File: src/rtl/int_alu_pkg.sv
package int_alu_pkg;

    localparam int OP_W = 3;

    typedef enum logic [OP_W-1:0] {
        OP_AND = 3'b000,
        OP_OR  = 3'b001,
        OP_ADD = 3'b010,
        OP_SUB = 3'b110,
        OP_SLT = 3'b111
    } alu_op_e;

endpackage

File: src/rtl/int_alu_logic.sv
module int_alu_logic #(
    parameter int WIDTH = 32
) (
    input  logic [WIDTH-1:0] lhs_i,
    input  logic [WIDTH-1:0] rhs_i,
    input  logic             pick_or_i,
    output logic [WIDTH-1:0] out_o
);

    // per-bit two-input gate, selected by the low opcode bit
    for (genvar i = 0; i < WIDTH; i++) begin : g_bit
        assign out_o[i] = pick_or_i ? (lhs_i[i] | rhs_i[i]) : (lhs_i[i] & rhs_i[i]);
    end

endmodule

File: src/rtl/int_alu_adder.sv
module int_alu_adder #(
    parameter int WIDTH = 32
) (
    input  logic [WIDTH-1:0] lhs_i,
    input  logic [WIDTH-1:0] rhs_i,
    input  logic             negate_i,
    output logic [WIDTH-1:0] sum_o,
    output logic             carry_o,
    output logic             ovf_o
);

    logic [WIDTH:0]   chain;
    logic [WIDTH-1:0] rhs_eff;

    // negate control doubles as carry into bit 0
    assign chain[0] = negate_i;

    for (genvar i = 0; i < WIDTH; i++) begin : g_cell
        assign rhs_eff[i]  = rhs_i[i] ^ negate_i;
        assign sum_o[i]    = lhs_i[i] ^ rhs_eff[i] ^ chain[i];
        assign chain[i+1]  = (lhs_i[i] & rhs_eff[i]) | (chain[i] & (lhs_i[i] ^ rhs_eff[i]));
    end

    assign carry_o = chain[WIDTH];
    // signed overflow: carry into top bit differs from carry out of it
    assign ovf_o   = chain[WIDTH] ^ chain[WIDTH-1];

endmodule

File: src/rtl/int_alu.sv
module int_alu
    import int_alu_pkg::*;
#(
    parameter int WIDTH = 32
) (
    input  logic [WIDTH-1:0] opa_i,
    input  logic [WIDTH-1:0] opb_i,
    input  logic [2:0]       op_i,
    output logic [WIDTH-1:0] res_o,
    output logic             zero_o,
    output logic             ovf_o,
    output logic             cout_o
);

    localparam int MSB = WIDTH - 1;

    logic [WIDTH-1:0] logic_res;
    logic [WIDTH-1:0] add_res;
    logic             add_carry;
    logic             add_ovf;
    logic             is_arith;
    logic             is_defined;
    logic             less_bit;

    int_alu_logic #(.WIDTH(WIDTH)) u_logic (
        .lhs_i     (opa_i),
        .rhs_i     (opb_i),
        .pick_or_i (op_i[0]),
        .out_o     (logic_res)
    );

    int_alu_adder #(.WIDTH(WIDTH)) u_adder (
        .lhs_i    (opa_i),
        .rhs_i    (opb_i),
        .negate_i (op_i[2]),
        .sum_o    (add_res),
        .carry_o  (add_carry),
        .ovf_o    (add_ovf)
    );

    // corrected sign of the difference
    assign less_bit = add_res[MSB] ^ add_ovf;

    always_comb begin
        res_o      = '0;
        is_arith   = 1'b0;
        is_defined = 1'b1;
        unique case (op_i)
            OP_AND, OP_OR: res_o = logic_res;
            OP_ADD, OP_SUB: begin
                res_o    = add_res;
                is_arith = 1'b1;
            end
            OP_SLT: begin
                res_o    = {{MSB{1'b0}}, less_bit};
                is_arith = 1'b1;
            end
            default: is_defined = 1'b0;
        endcase
    end

    assign zero_o = is_defined & ~(|res_o);
    assign ovf_o  = is_arith & add_ovf;
    assign cout_o = is_arith & add_carry;

endmodule

File: config.mk
export PLATFORM = sky130hd
export DESIGN_NAME = int_alu
export DESIGN_NICKNAME = d
export VERILOG_FILES = /design/src/rtl/int_alu_pkg.sv /design/src/rtl/int_alu_logic.sv /design/src/rtl/int_alu_adder.sv /design/src/rtl/int_alu.sv
export SDC_FILE = /design/constraint.sdc
export NUM_CORES = 1
export LEC_CHECK = 0
export BUFFER_PORTS_ARGS = -buffer_cell sky130_fd_sc_hd__buf_4
export CAP_MARGIN = 15
export CORE_ASPECT_RATIO = 2
export CORE_UTILIZATION = 42
export DETAILED_ROUTE_END_ITERATION = 8
export PLACE_DENSITY = 0.81
export SLEW_MARGIN = 15
export SYNTH_ARGS = -nofsm -noshare
export SYNTH_HDL_FRONTEND = slang
export SYNTH_SLANG_ARGS = --single-unit
File: constraint.sdc
create_clock -name vclk -period 45.8
set_input_delay 2.29 -clock vclk [all_inputs]
set_output_delay 2.29 -clock vclk [all_outputs]
set_load 0.01 [all_outputs]
==> impl_metrics.ini, run 1 <==
[floorplan]
fp.coreArea_mm2 = 0.00409
die_area_mm2 = 0.00458
core.rowCount = 33
fp.dieW_um = 48.4
io-pin-count = 102
die_y_um = 94.7
initial_core_util = 0.442

[routing]
drtAntennaViolNets = 0
drc = 0
drt_iter0_markers = 36
vias = 1747
viasPerCell = 5.46
wire_per_inst_um = 15.3
drt_wl_total_mm = 4.89
first_pass_iters = 3

[timing]
setup_viol = 0
finalCritPeriodShare = 0.414
rsz0062_at_grt = false
hold_viol_final = 0
fin_tns_setup_ns = 0
worstMarginPinSlew_ns = 0.978
max_freq_ghz = 0.0527
slew_headroom = 0.348
period_needed_ns = 18.97
finalMaxSlewViolations = 0

[yosys]
synthTopCellsByArea = fa_1 (35%), maj3_1 (16%), xor2_1 (15%)
syn_inst = 179
postSynthAreaPerCell_um2 = 10.1
synth_top_cell_area_share = 0.355
synth_warnings = 0
ys_types = 27
synth_area_mm2 = 0.00181
ys_seq_area_frac = 0
yosysTopAreaCell = fa_1
synthesis.nets = 278

[layout]
fin_nets = 369
fillCellCount = 355
regArea_um2 = 0
diodes = 0
fin_util = 0.628
multi_input_area_mm2 = 0.00168
n_sequential_cell = 0
fin_area_mm2 = 0.00257
area_growth_pct = 42.2
clock_buffers = 0
drive_gt1_frac = 0.410

[critical_path]
worst_path_max_delay_cell = fa_1
max_stage_delay_ns = 0.45
start_kind = primary input
path_class = primary input to output pin
critPathMaxFanout = 36
crit_arrival_ns = 16.68
required_ns = 43.51
crit_path_frequent_cell = fa_1
critPathCaptureType = output pin

[global_route]
grt_max_degree = 39
grt_pass1_wl_mm = 7.98
grt_pass1_vias = 1869
antenna_found_initial = 0
grt_use_met3 = 0.0225
grt_busiest_layer = met2
use_met2 = 0.468
met1_usage = 0.210
grt.total_usage = 0.216
grt.overflow.total = 0

[place]
hpwl_mm = 4.02
gp_congestion = 0.785
io_buffers = 102
placed_area_mm2 = 0.00257

[power]
power.leakage_nw = 1.20
swShare = 0.478
p_int_mw = 0.0203
clkPwrFrac = 0
ir_worst_vdd_mv = 0.00869
comb_power_share = 1.000
power_density_mw_per_mm2 = 15.1
power_switching_mw = 0.0185
seqPwrFrac = 0

[flow_run]
cap_violations = 0

[clocking]
post_cts_resize_count = 0
holdBufCountCts = 0
cts_setup_buffers = 0

[min_path]
hold_path.class = primary input to output pin

[run_status]
outcome = finished clean
==> worst max-delay path, delay by kind of cell <==
family / cells / cell delay, ns
AOI/OAI and AO/OA: 1 / 0.16
adders and majority gates: 31 / 12.94
muxes: 1 / 0.35
and+or+nand+nor: 3 / 0.38
buffers and inverters: 3 / 0.50
==> power by group through the flow <==
stage	registers (mW)	clock network (mW)	logic [mW]
floorplan	0	0	0.0227
global placement	0	0	0.0376
detailed placement	0	0	0.0393
CTS	0	0	0.0393
global route	0	0	0.0433
finish	0	0	0.0388
==> cells in the final DEF (no fill, tap or decap) <==
cell       count
mux2_2         1
nand4_1        1
xor2_1        30
a22oi_1        5
maj3_2         4
nor2_1         2
nor2_2         1
fa_1          32
a2bb2oi_1      3
a22o_1        24
and2b_1        1
buf_4        103
nand2b_1       1
nand2_1        1
inv_1         14
and4_1         2
nand3_1        2
xnor2_1        3
nor4_2         1
nor4_1         5
or4_1          1
maj3_1        28
o21ai_0        2
mux2i_1        1
==> final cells by class <==
| type | count | area share |
|---|---|---|
| inverters | 14 | 0.0205 |
| well taps | 52 | 0.0253 |
| multi-input cells | 151 | 0.653 |
| repair buffers | 103 | 0.301 |
==> metrics by stage <==
stage	hold slack, ns	power, mW	cells	setup WS, ns
finish	5.03	0.0388	320	26.83
global route	5.07	0.0433	320	26.25
CTS	5.03	0.0393	320	26.71
detailed placement	5.03	0.0393	320	26.80
global placement	5.02	0.0376	320	26.91
floorplan	4.73	0.0227	179	27.37
==> final timing paths <==
path | from | to | slack [ns] | cells after the start
min | op_i[1] | res_o[0] | 5.03 | 3
max | op_i[2] | zero_o | 26.83 | 39
==> per-layer routing <==
metal	wire length, um	vias up
li1	-	813
met1	1650	862
met2	2960	62
met3	188	10
met4	86	0
met5	0	-
==> cell usage after synthesis <==
| master | instances |
|---|---|
| maj3_1 | 28 |
| nand4_1 | 1 |
| a22oi_1 | 5 |
| buf_6 | 2 |
| buf_2 | 6 |
| nand3_1 | 2 |
| a2bb2oi_1 | 3 |
| and2b_1 | 1 |
| nor4_1 | 5 |
| buf_1 | 3 |
| nand2_1 | 1 |
| o21ai_0 | 2 |
| nand2b_1 | 1 |
| nor4_2 | 1 |
| xnor2_1 | 3 |
| or4_1 | 1 |
| buf_4 | 1 |
| inv_1 | 14 |
| nor2_1 | 3 |
| a22o_1 | 24 |
| maj3_2 | 4 |
| mux2i_1 | 1 |
| xor2_1 | 30 |
| clkbuf_1 | 2 |
| mux2_2 | 1 |
| fa_1 | 32 |
| and4_1 | 2 |
==> logic make-up after synthesis <==
kind of cell | Yosys count | synth area share
AOI/OAI and AO/OA | 34 | 0.157
xor gates and xnor gates | 33 | 0.160
adders and majority gates | 64 | 0.535
buffers and inverters | 28 | 0.0728
muxes | 2 | 0.0118
and+or+nand+nor | 18 | 0.0631
(Power assumes the default switching activity.)
==> run 2, diff against run 1 <==
- clock period: 45.8 -> 18.4 ns (I/O delays scaled with it)
==> impl_metrics.ini, run 2 (synthesis gave the netlist of run 1 again) <==
[run_status]
outcome = finished clean

[floorplan]
io-pin-count = 102
die_y_um = 94.7
die_area_mm2 = 0.00458
core.rowCount = 33
initial_core_util = 0.442
fp.coreArea_mm2 = 0.00409
fp.dieW_um = 48.4

[flow_run]
cap_violations = 0

[critical_path]
path_class = primary input to output pin
critPathMaxFanout = 36
start_kind = primary input
critPathCaptureType = output pin
max_stage_delay_ns = 0.45
crit_path_frequent_cell = fa_1
required_ns = 17.48
worst_path_max_delay_cell = fa_1
crit_arrival_ns = 15.28

[layout]
final_cells = 320
n_sequential_cell = 0
final_common_cell = buf_4
fin_nets = 369
drive_gt1_frac = 0.410
final_cell_mix = buf_4 (103), fa_1 (32), xor2_1 (30), maj3_1 (28), a22o_1 (24)
clock_buffers = 0
fin_area_mm2 = 0.00257
regArea_um2 = 0
area_growth_pct = 42.2
fillCellCount = 370
fin_util = 0.628
diodes = 0

[timing]
finalMaxSlewViolations = 0
fin_tns_setup_ns = 0
period_needed_ns = 16.20
rsz0062_at_grt = false
hold_viol_final = 0
max_freq_ghz = 0.0617
slew_headroom = 0.329
worstMarginPinSlew_ns = 1.01
setup_viol = 0
finalCritPeriodShare = 0.881

[clocking]
cts_setup_buffers = 0
post_cts_resize_count = 0
holdBufCountCts = 0

[min_path]
worstHoldPathCells = 3
holdPathEnd = res_o[0]
hp-start = op_i[1]
hold_path.class = primary input to output pin

[routing]
drt_iter0_markers = 21
drc = 0
viasPerCell = 5.38
first_pass_iters = 4
wire_per_inst_um = 15.2
drt_wl_total_mm = 4.86
vias = 1723
drtAntennaViolNets = 0

[place]
dp.cells = 320
io_buffers = 102
placed_area_mm2 = 0.00257
gp_congestion = 0.845
hpwl_mm = 4.09

[global_route]
use_met2 = 0.480
grt_use_met3 = 0.0129
grt_pass1_vias = 1862
grt.total_usage = 0.217
grt.overflow.total = 0
grt_max_degree = 39
grt_busiest_layer = met2
met1_usage = 0.218
antenna_found_initial = 0
grt_pass1_wl_mm = 8.05

[power]
power_mw = 0.0960
ir_worst_vdd_mv = 0.0200
power_density_mw_per_mm2 = 37.4
power.leakage_nw = 1.20
run 2: layer usage:
metal	part of all wire	up-vias
li1	-	817
met1	0.33	839
met2	0.63	61
met3	0.035	6
met4	0.013	0
met5	0	-
run 2: how the worst max path moves through the flow:
stage	from	end	slack [ns]
after global routing	op_i[2]	zero_o	1.58
final	op_i[2]	zero_o	2.20
after CTS	op_i[2]	zero_o	2.05
after global placement	op_i[2]	zero_o	2.30
after floorplan	op_i[2]	zero_o	2.71
after detailed placement	op_i[2]	zero_o	2.08
run 2: where the power goes:
part	internal, mW	leakage (nW)	switching [mW]
clock network	0	0	0
logic	0.0502	1.20	0.0458
registers	0	0	0
total	0.0502	1.20	0.0458
run 2: stage by stage:
step	hold slack (ns)	worst slack, ns
floorplan	1.99	2.71
global placement	2.28	2.30
detailed placement	2.29	2.08
CTS	2.30	2.05
global route	2.32	1.58
finish	2.29	2.20
run 2: layout make-up:
class	instances	area, um^2	share of cell area
Inverter	14	52.6	0.0205
Multi-Input combinational cell	151	1680	0.653
Tap cell	52	65.1	0.0253
Timing Repair Buffer	103	773	0.301
run 2: critical path: cells and delay by family:
kind / cells / cell delay [ns]
mux: 1 / 0.36
fa+ha+maj: 31 / 12.99
buf+inv: 3 / 0.52
compound gates: 1 / 0.16
simple gates: 3 / 0.36
==> run 3, diff against run 2 <==
- PLACE_DENSITY: 0.81 -> unset
- PLACE_DENSITY_LB_ADDON: unset -> 0.2
==> impl_metrics.ini, run 3 (synthesis gave the netlist of run 1 again) <==
[global_route]
grt_max_degree = 39
grt_pass1_wl_mm = 7.71
grt_pass1_vias = 1767
antenna_found_initial = 0
grt.overflow.total = 0
grt.total_usage = 0.208

[run_status]
outcome = finished clean

[power]
power_density_mw_per_mm2 = 37.1
ir_worst_vdd_mv = 0.0207
power_mw = 0.0952
power.leakage_nw = 1.20

[place]
io_buffers = 102
dp.cells = 320
placed_area_mm2 = 0.00257
hpwl_mm = 3.92
preCtsSetupSlack_ns = 2.07
gp_congestion = 0.782

[critical_path]
worst_path_max_delay_cell = fa_1
critPathCaptureType = output pin
critPathMaxFanout = 36
path_class = primary input to output pin
max_stage_delay_ns = 0.45
crit_arrival_ns = 15.30
crit_path_frequent_cell = fa_1
required_ns = 17.48
start_kind = primary input

[timing]
setup_viol = 0
setup_ws_ns = 2.18
period_needed_ns = 16.22
rsz0062_at_grt = false
whs_ns = 2.26
fin_tns_setup_ns = 0
max_freq_ghz = 0.0616
hold_viol_final = 0
finalMaxSlewViolations = 0
worstMarginPinSlew_ns = 0.993
slew_headroom = 0.338
finalCritPeriodShare = 0.882

[layout]
diodes = 0
area_growth_pct = 42.2
regArea_um2 = 0
fin_area_mm2 = 0.00257
n_sequential_cell = 0
fin_nets = 369
fin_util = 0.628
final_cell_mix = buf_4 (103), fa_1 (32), xor2_1 (30), maj3_1 (28), a22o_1 (24)
clock_buffers = 0
drive_gt1_frac = 0.410
final_common_cell = buf_4
final_cells = 320

[min_path]
holdPathEnd = cout_o
worstHoldPathCells = 4
hp-start = op_i[1]
hold_path.class = primary input to output pin

[routing]
drt_wl_total_mm = 4.77
drt_iter0_markers = 23
viasPerCell = 5.28
wire_per_inst_um = 14.9
first_pass_iters = 3
drtAntennaViolNets = 0
drc = 0
vias = 1689

[clocking]
cts_setup_buffers = 0
holdBufCountCts = 0
post_cts_resize_count = 0

[floorplan]
die_area_mm2 = 0.00458
fp.dieW_um = 48.4
io-pin-count = 102
core.rowCount = 33
fp.coreArea_mm2 = 0.00409
die_y_um = 94.7
initial_core_util = 0.442

[flow_run]
cap_violations = 0
## run 3: power breakdown
group          switching (mW)  total [mW]  internal, mW
combinational          0.0452      0.0952        0.0500
sequential                  0           0             0
clock                       0           0             0
total                  0.0452      0.0952        0.0500
## run 3: layer usage
metal	track usage	part of all wire	routed length, um
met4	0.00735	0.0034	16
met5	0	0	0
met1	0.230	0.36	1700
met2	0.437	0.60	2840
met3	0.0193	0.044	210
## run 3: worst max-delay path by stage
| stage | startpoint | endpoint | slack, ns | depth (start not counted) |
|---|---|---|---|---|
| finish | op_i[2] | zero_o | 2.18 | 39 |
| global route | op_i[2] | zero_o | 1.60 | 39 |
| CTS | op_i[2] | zero_o | 2.02 | 39 |
| detailed placement | op_i[2] | zero_o | 2.07 | 39 |
| global placement | op_i[2] | zero_o | 2.19 | 39 |
| floorplan | op_i[2] | zero_o | 2.71 | 39 |
## run 3: cell type report
| class | instances | area [um^2] |
|---|---|---|
| fillers | 354 | 1520 |
| inverters | 14 | 52.6 |
| multi-input cells | 151 | 1680 |
| well taps | 52 | 65.1 |
| repair buffers | 103 | 773 |
## run 3: worst max-delay path: cells and delay by family
family / cells / cell delay, ns
fa+ha+maj: 31 / 12.93
simple gates: 3 / 0.41
compound gates: 1 / 0.16
mux: 1 / 0.34
buf+inv: 3 / 0.51
